`config.mk`:
```
export PLATFORM = sky130hd
export DESIGN_NAME = mei_ls_ctrl
export DESIGN_NICKNAME = d
export VERILOG_FILES = /design/src/rtl/mei_pkg.sv /design/src/rtl/mei_decide.sv /design/src/rtl/mei_seq.sv /design/src/rtl/mei_resv.sv /design/src/rtl/mei_ls_ctrl.sv
export SDC_FILE = /design/constraint.sdc
export NUM_CORES = 1
export LEC_CHECK = 0
export CAP_MARGIN = 20
export CORE_MARGIN = 3
export CORE_UTILIZATION = 40
export DETAILED_ROUTE_END_ITERATION = 8
export GPL_ROUTABILITY_DRIVEN = 0
export HOLD_SLACK_MARGIN = 0.02
export PLACE_DENSITY_LB_ADDON = 0.3
export SYNTH_ARGS = -nofsm -noshare
export SYNTH_HDL_FRONTEND = slang
export SYNTH_SLANG_ARGS = --single-unit
```
`constraint.sdc`:
```
create_clock -name clk -period 2.2 [get_ports clk]
set_input_delay 0.55 -clock clk [delete_from_list [all_inputs] [get_ports clk]]
set_output_delay 0.55 -clock clk [all_outputs]
set_load 0.02 [all_outputs]
```
`src/rtl/mei_pkg.sv`:
```
package mei_pkg;

  typedef enum logic [1:0] {
    LS_I = 2'b00,
    LS_E = 2'b01,
    LS_M = 2'b10,
    LS_X = 2'b11
  } lstate_t;

  typedef enum logic [1:0] {
    BOP_NONE  = 2'b00,
    BOP_READ  = 2'b01,
    BOP_RWITM = 2'b10,
    BOP_PUSH  = 2'b11
  } bus_op_t;

  typedef enum logic [2:0] {
    ACC_LOAD  = 3'b000,
    ACC_STORE = 3'b001,
    ACC_LRES  = 3'b010,
    ACC_SCOND = 3'b011,
    ACC_BZERO = 3'b100
  } acc_t;

  typedef enum logic [1:0] {
    PH_IDLE = 2'b00,
    PH_BUS  = 2'b01,
    PH_FIN  = 2'b10
  } phase_t;

  function automatic logic acc_writes(input logic [2:0] op);
    return (op == ACC_STORE) || (op == ACC_SCOND) || (op == ACC_BZERO);
  endfunction

  function automatic logic line_hit(input lstate_t st);
    return (st == LS_E) || (st == LS_M);
  endfunction

  // Bus action demanded by an access on a line in state st.
  function automatic bus_op_t pick_bus(input logic [2:0] op, input logic wt,
                                       input lstate_t st);
    if (!line_hit(st))
      return acc_writes(op) ? BOP_RWITM : BOP_READ;
    if (acc_writes(op) && wt && st == LS_M)
      return BOP_PUSH;
    return BOP_NONE;
  endfunction

  // State the line holds once the access has finished.
  function automatic lstate_t end_state(input logic [2:0] op, input logic wt,
                                        input lstate_t st);
    if (acc_writes(op))
      return wt ? LS_E : LS_M;
    return line_hit(st) ? st : LS_E;
  endfunction

  function automatic logic fills_line(input bus_op_t b);
    return (b == BOP_READ) || (b == BOP_RWITM);
  endfunction

endpackage

```
`src/rtl/mei_decide.sv`:
```
module mei_decide
  import mei_pkg::*;
(
  input  logic [2:0] op,
  input  logic       wt,
  input  lstate_t    st,
  output bus_op_t    bop,
  output lstate_t    nst
);
  always_comb begin
    bop = pick_bus(op, wt, st);
    nst = end_state(op, wt, st);
  end

  // a write-through access never leaves a line modified
  always_comb begin
    if (acc_writes(op) && wt)
      a_r7_wt_not_mod: assert (nst != LS_M);
  end
endmodule

```
`src/rtl/mei_seq.sv`:
```
module mei_seq
  import mei_pkg::*;
#(
  parameter int WAY_W = 2
) (
  input  logic             clk,
  input  logic             rst_n,
  input  logic             req_valid,
  input  bus_op_t          bop_d,
  input  lstate_t          nst_d,
  input  logic [WAY_W-1:0] way_d,
  input  logic             bus_ack,
  input  logic             bus_retry,
  output logic             ready,
  output logic             accept,
  output logic             bus_req,
  output bus_op_t          bus_op,
  output logic             fill_vld,
  output logic [WAY_W-1:0] fill_way,
  output logic             fin
);
  phase_t           ph;
  bus_op_t          bop_q;
  lstate_t          nst_q;
  logic [WAY_W-1:0] way_q;

  logic bus_clean;
  logic bus_redo;
  assign bus_clean = (ph == PH_BUS) && bus_ack && !bus_retry;
  assign bus_redo  = (ph == PH_BUS) && bus_ack && bus_retry;

  assign ready  = (ph == PH_IDLE);
  assign accept = ready && req_valid;

  always_ff @(posedge clk) begin
    if (!rst_n) begin
      ph    <= PH_IDLE;
      bop_q <= BOP_NONE;
      nst_q <= LS_I;
      way_q <= '0;
    end else begin
      unique case (ph)
        PH_IDLE: if (accept) begin
          bop_q <= bop_d;
          nst_q <= nst_d;
          way_q <= way_d;
          ph    <= (bop_d == BOP_NONE) ? PH_FIN : PH_BUS;
        end
        PH_BUS:  if (bus_clean) ph <= PH_FIN;
        default: ph <= PH_IDLE;
      endcase
    end
  end

  assign bus_req  = (ph == PH_BUS);
  assign bus_op   = bus_req ? bop_q : BOP_NONE;
  assign fill_vld = bus_req && fills_line(bop_q);
  assign fill_way = fill_vld ? way_q : '0;
  assign fin      = (ph == PH_FIN);

  lstate_t fin_state;
  assign fin_state = nst_q;

  // a retried or pending operation keeps the same request
  a_r4_hold_op: assert property (@(posedge clk) disable iff (!rst_n)
    (bus_req && !bus_clean) |=> (bus_req && $stable(bus_op)));
  // clean acknowledge finishes on the next cycle
  a_r3_ack_done: assert property (@(posedge clk) disable iff (!rst_n)
    bus_clean |=> fin);
  // a local hit finishes the cycle after acceptance
  a_r2_local: assert property (@(posedge clk) disable iff (!rst_n)
    (accept && bop_d == BOP_NONE) |=> (fin && !bus_req));
  // no acceptance while busy
  a_r9_stall: assert property (@(posedge clk) disable iff (!rst_n)
    (bus_req || fin) |-> !ready);
  // way index only during a fill
  a_r8_way_fill: assert property (@(posedge clk) disable iff (!rst_n)
    fill_vld |-> (bus_req && bus_op != BOP_PUSH));
  // completion is a single pulse
  a_r10_pulse: assert property (@(posedge clk) disable iff (!rst_n)
    fin |=> !fin);
  // redo never finishes on its own cycle
  a_r4_redo: assert property (@(posedge clk) disable iff (!rst_n)
    bus_redo |=> !fin);
  // finishing state is never the reserved encoding
  a_r10_state: assert property (@(posedge clk) disable iff (!rst_n)
    fin |-> (fin_state != LS_X && fin_state != LS_I));
endmodule

```
`src/rtl/mei_resv.sv`:
```
module mei_resv
  import mei_pkg::*;
(
  input  logic       clk,
  input  logic       rst_n,
  input  logic       accept,
  input  logic [2:0] op,
  input  logic       fin,
  output logic       resv
);
  logic lres_pend;
  logic kill_ev;
  logic set_ev;

  assign kill_ev = accept && (op == ACC_SCOND || op == ACC_BZERO);
  assign set_ev  = fin && lres_pend;

  always_ff @(posedge clk) begin
    if (!rst_n) begin
      resv      <= 1'b0;
      lres_pend <= 1'b0;
    end else begin
      if (accept) lres_pend <= (op == ACC_LRES);
      if (kill_ev)     resv <= 1'b0;
      else if (set_ev) resv <= 1'b1;
    end
  end

  // conditional store and block-zero drop the reservation
  a_r11_clear: assert property (@(posedge clk) disable iff (!rst_n)
    kill_ev |=> !resv);
  // load-reserve completion sets it
  a_r11_set: assert property (@(posedge clk) disable iff (!rst_n)
    set_ev |=> resv);
  // flag moves only on those events
  a_r11_stable: assert property (@(posedge clk) disable iff (!rst_n)
    (!kill_ev && !set_ev) |=> $stable(resv));
endmodule

```
`src/rtl/mei_ls_ctrl.sv`:
```
module mei_ls_ctrl
  import mei_pkg::*;
#(
  parameter  int NUM_WAYS = 4,
  localparam int WAY_W    = (NUM_WAYS > 1) ? $clog2(NUM_WAYS) : 1
) (
  input  logic             clk,
  input  logic             rst_n,
  input  logic             req_valid,
  input  logic [2:0]       req_op,
  input  logic             req_wt,
  input  logic [WAY_W-1:0] req_way,
  input  logic [1:0]       line_state,
  output logic             req_ready,
  output logic             bus_req,
  output logic [1:0]       bus_op,
  input  logic             bus_ack,
  input  logic             bus_retry,
  output logic             fill_way_vld,
  output logic [WAY_W-1:0] fill_way,
  output logic             done,
  output logic             state_we,
  output logic [1:0]       new_state,
  output logic             resv_valid
);
  bus_op_t bop_d, bop_o;
  lstate_t nst_d, nst_q;
  logic    accept, fin;

  mei_decide u_dec (
    .op  (req_op),
    .wt  (req_wt),
    .st  (lstate_t'(line_state)),
    .bop (bop_d),
    .nst (nst_d)
  );

  mei_seq #(.WAY_W(WAY_W)) u_seq (
    .clk      (clk),
    .rst_n    (rst_n),
    .req_valid(req_valid),
    .bop_d    (bop_d),
    .nst_d    (nst_d),
    .way_d    (req_way),
    .bus_ack  (bus_ack),
    .bus_retry(bus_retry),
    .ready    (req_ready),
    .accept   (accept),
    .bus_req  (bus_req),
    .bus_op   (bop_o),
    .fill_vld (fill_way_vld),
    .fill_way (fill_way),
    .fin      (fin)
  );

  mei_resv u_resv (
    .clk   (clk),
    .rst_n (rst_n),
    .accept(accept),
    .op    (req_op),
    .fin   (fin),
    .resv  (resv_valid)
  );

  // final state held for the done pulse
  always_ff @(posedge clk) begin
    if (!rst_n)      nst_q <= LS_I;
    else if (accept) nst_q <= nst_d;
  end

  assign bus_op    = bop_o;
  assign done      = fin;
  assign state_we  = fin;
  assign new_state = fin ? nst_q : LS_I;
endmodule

```
==> metrics.cfg <==
[synthesis]
async_reset_ff_share_pct = 0
ys_types = 33
synth-seq-area-share_pct = 34.26
yosysWarnings = 0
yosysTopAreaCellShare_pct = 34.26
yosys-top-cells-area = dfxtp_1, and2_1, a21oi_1
synthesis.nets = 87
synth_edf_count = 0
synth.avg_cell_area_sq_um = 8.115
yosysMostFrequentCell = dfxtp_1
synth_seq_cells = 10
synthFlopType = dfxtp_1
syn_area_sq_um = 584.3
yosys.area.top_type = dfxtp_1
yosys-top-cells-count = dfxtp_1, a21oi_1, and2_1, nand2_1
syn-instance-count = 72

[cells_and_area]
num-fill-cells = 127
final_cell_area_sq_um = 870.8
multi_input_area_sq_um = 351.6
areaGrowthSynthToFinish_pct = 49.04
antenna_cells = 0
nNetsFinal = 116
drive_gt1_share_pct = 11.11
seqCellArea_sq_um = 200.2

[routing]
drt_pass1_iterations = 4
via_count = 589
wl_per_cell_microns = 11.96
wl_microns = 1363
avgViaCountPerCell = 5.167
first_iter_violations = 7
drc = 0
antenna_left = 0

[clocking]
clkLatencyLatePin_ns = 0.26
clockRootBuffer = clkbuf_4
cts_num_sinks = 10
cts_htree_levels = 1
cts_buffers = 3
post_cts_buffers = 0
cts.path.max_buffers = 2
hold_buffers = 0
cts_tree = done
clk_pin_slew_ns = 0.07

[critical_path]
cpMaxStageDelayCell = clkdlybuf4s50_1
cp-end-kind = output pin
worst_ep_required_time_ns = 1.65
critPathLaunchType = flop
path_cells = and2b_2 > and2_1 > clkdlybuf4s50_1
cp_max_fo = 5
worstPathArrival_ns = 1.59
critPathKind = flop to output pin
worst_r2r_path_depth = 3
cp_slowest_stage_delay_ns = 0.53

[sta]
max_freq_mhz = 466.6
setup_viol = 0
slew_headroom_pct = 78.68
grt_setup_unrepaired = false
tightest_slew_ns = 0.3184
setup_tns_ns = 0
min_period_ns = 2.143
final_hold_viol_count = 0
period_share_pct = 97.42
skew_ns = 0.007354
slew_violations = 0

[pwr]
p_leak_uw = 0.0003985
ir_drop_uv = 324.4
powerDensity_nw_per_um2 = 520.8

[place]
io_buffers = 24
dpl.hpwl_microns = 1104
place_area_sq_um = 853.3

[die]
die_x_microns = 44.22
pin_count = 25
start_util_pct = 43.81
chipHeight_microns = 44.22
placementRows = 13
dieArea_sq_um = 1955
core_area_sq_um = 1334

[grt]
grt_pass1_vias = 535
grt_max_degree = 12
grt_pass1_wl_microns = 2290
grt_overflow = 0
antenna_found_initial = 0
grt_use_total_pct = 15.51

[outcome]
status = finished, final reports clean

[worst_hold_path]
holdPathStages = 2
hp-class = flop to flop

[job]
cap_violations = 0

[layout by cell type (no fill, tap or decap)]
cell type        synthesis  final
nor4_1                   2      2
a41o_1                   1      1
or2b_1                   1      1
o211a_1                  1      1
a211oi_1                 1      1
nor2b_1                  1      1
dfxtp_1                 10     10
nand3_1                  1      1
nor3b_2                  1      1
and2_1                   6      6
a31oi_1                  1      1
or4b_1                   1      1
o41ai_1                  1      1
nor3b_1                  1      1
o221a_2                  1      1
clkdlybuf4s50_1          0     18
ha_1                     2      2
and3b_1                  1      1
and2b_2                  1      1
nand2b_1                 1      1
inv_1                    4      4
clkbuf_4                 0      3
xnor2_1                  1      1
nand2_1                  6      6
o21bai_1                 1      1
buf_4                    1      4
nor2_1                   3      2
nor3_1                   4      4
o21a_1                   1      1
o21ai_0                  4      4
or3b_1                   1      1
nor2_2                   0      1
or3_1                    1      1
a21oi_1                  7      7
dlygate4sd2_1            0      6
[layer usage]
layer  global-route usage, %  vias to the layer above  part of all wire (%)
met5                       0                        -                     0
met4                   3.614                        0                     0
met3                   4.878                        0                   6.6
met2                   25.00                       27                    48
met1                   20.15                      253                    46
li1                        -                      309                     -
[through the flow]
step	setup WS, ns	std cells	hold slack [ns]	total power, uW	utilization [%]
global route	0.01020	114	0.4761	481.9	65.29
floorplan	0.4078	72	0.4317	274.7	-
finish	0.05665	114	0.4508	453.5	65.29
CTS	0.04932	114	0.4564	456.6	65.10
detailed placement	0.06013	111	0.4496	335.2	63.98
global placement	0.1065	111	0.4447	331.8	63.98
[path summary, 6_finish.rpt]
kind | start | end | slack [ns]
max | u_seq.ph[0] | new_state[0] | 0.06
min reg2reg | u_resv.lres_pend | u_resv.lres_pend | 0.45
min | u_resv.lres_pend | u_resv.lres_pend | 0.45
max reg2reg | u_seq.ph[0] | u_resv.lres_pend | 0.71
[sequential cells by signal, indices dropped and copies added (netlist names)]
register / count
nst_q: 2
u_resv.lres_pend: 1
u_resv.resv: 1
u_seq.bop_q: 2
u_seq.ph: 2
u_seq.way_q: 2
[power by group]
group	internal, uW	leakage [uW]	switching, uW
combinational	64.9	0.000303	62.1
sequential	194	0.0000820	8.07
clock	63.1	0.0000138	61.3
[worst max-delay path, delay by kind of cell, from the launching register on]
family	cells	cell delay, ns
DFF	1	0.37
buffers and inverters	1	0.53
and+or+nand+nor	2	0.43
[timing repair]
item	CTS	global route
pin swaps	0	0
resized for setup	6	1
endpoints found under the setup margin	6	2
hold endpoints to repair	0	0
[area by class of cell]
class,count,area share [%]
Clock buffer,3,2.586
Timing Repair Buffer,28,30.17
Tap cell,15,2.155
Multi-Input combinational cell,54,40.37
Sequential cell,10,22.99
Inverter,4,1.724
[logic make-up after synthesis]
kind of cell | synth area share, %
simple gates | 32.77
compound gates | 21.20
flops | 34.26
buf+inv | 5.995
fa+ha+maj | 4.282
xor+xnor | 1.499
Note: power is estimated with default switching activity, not from simulation.
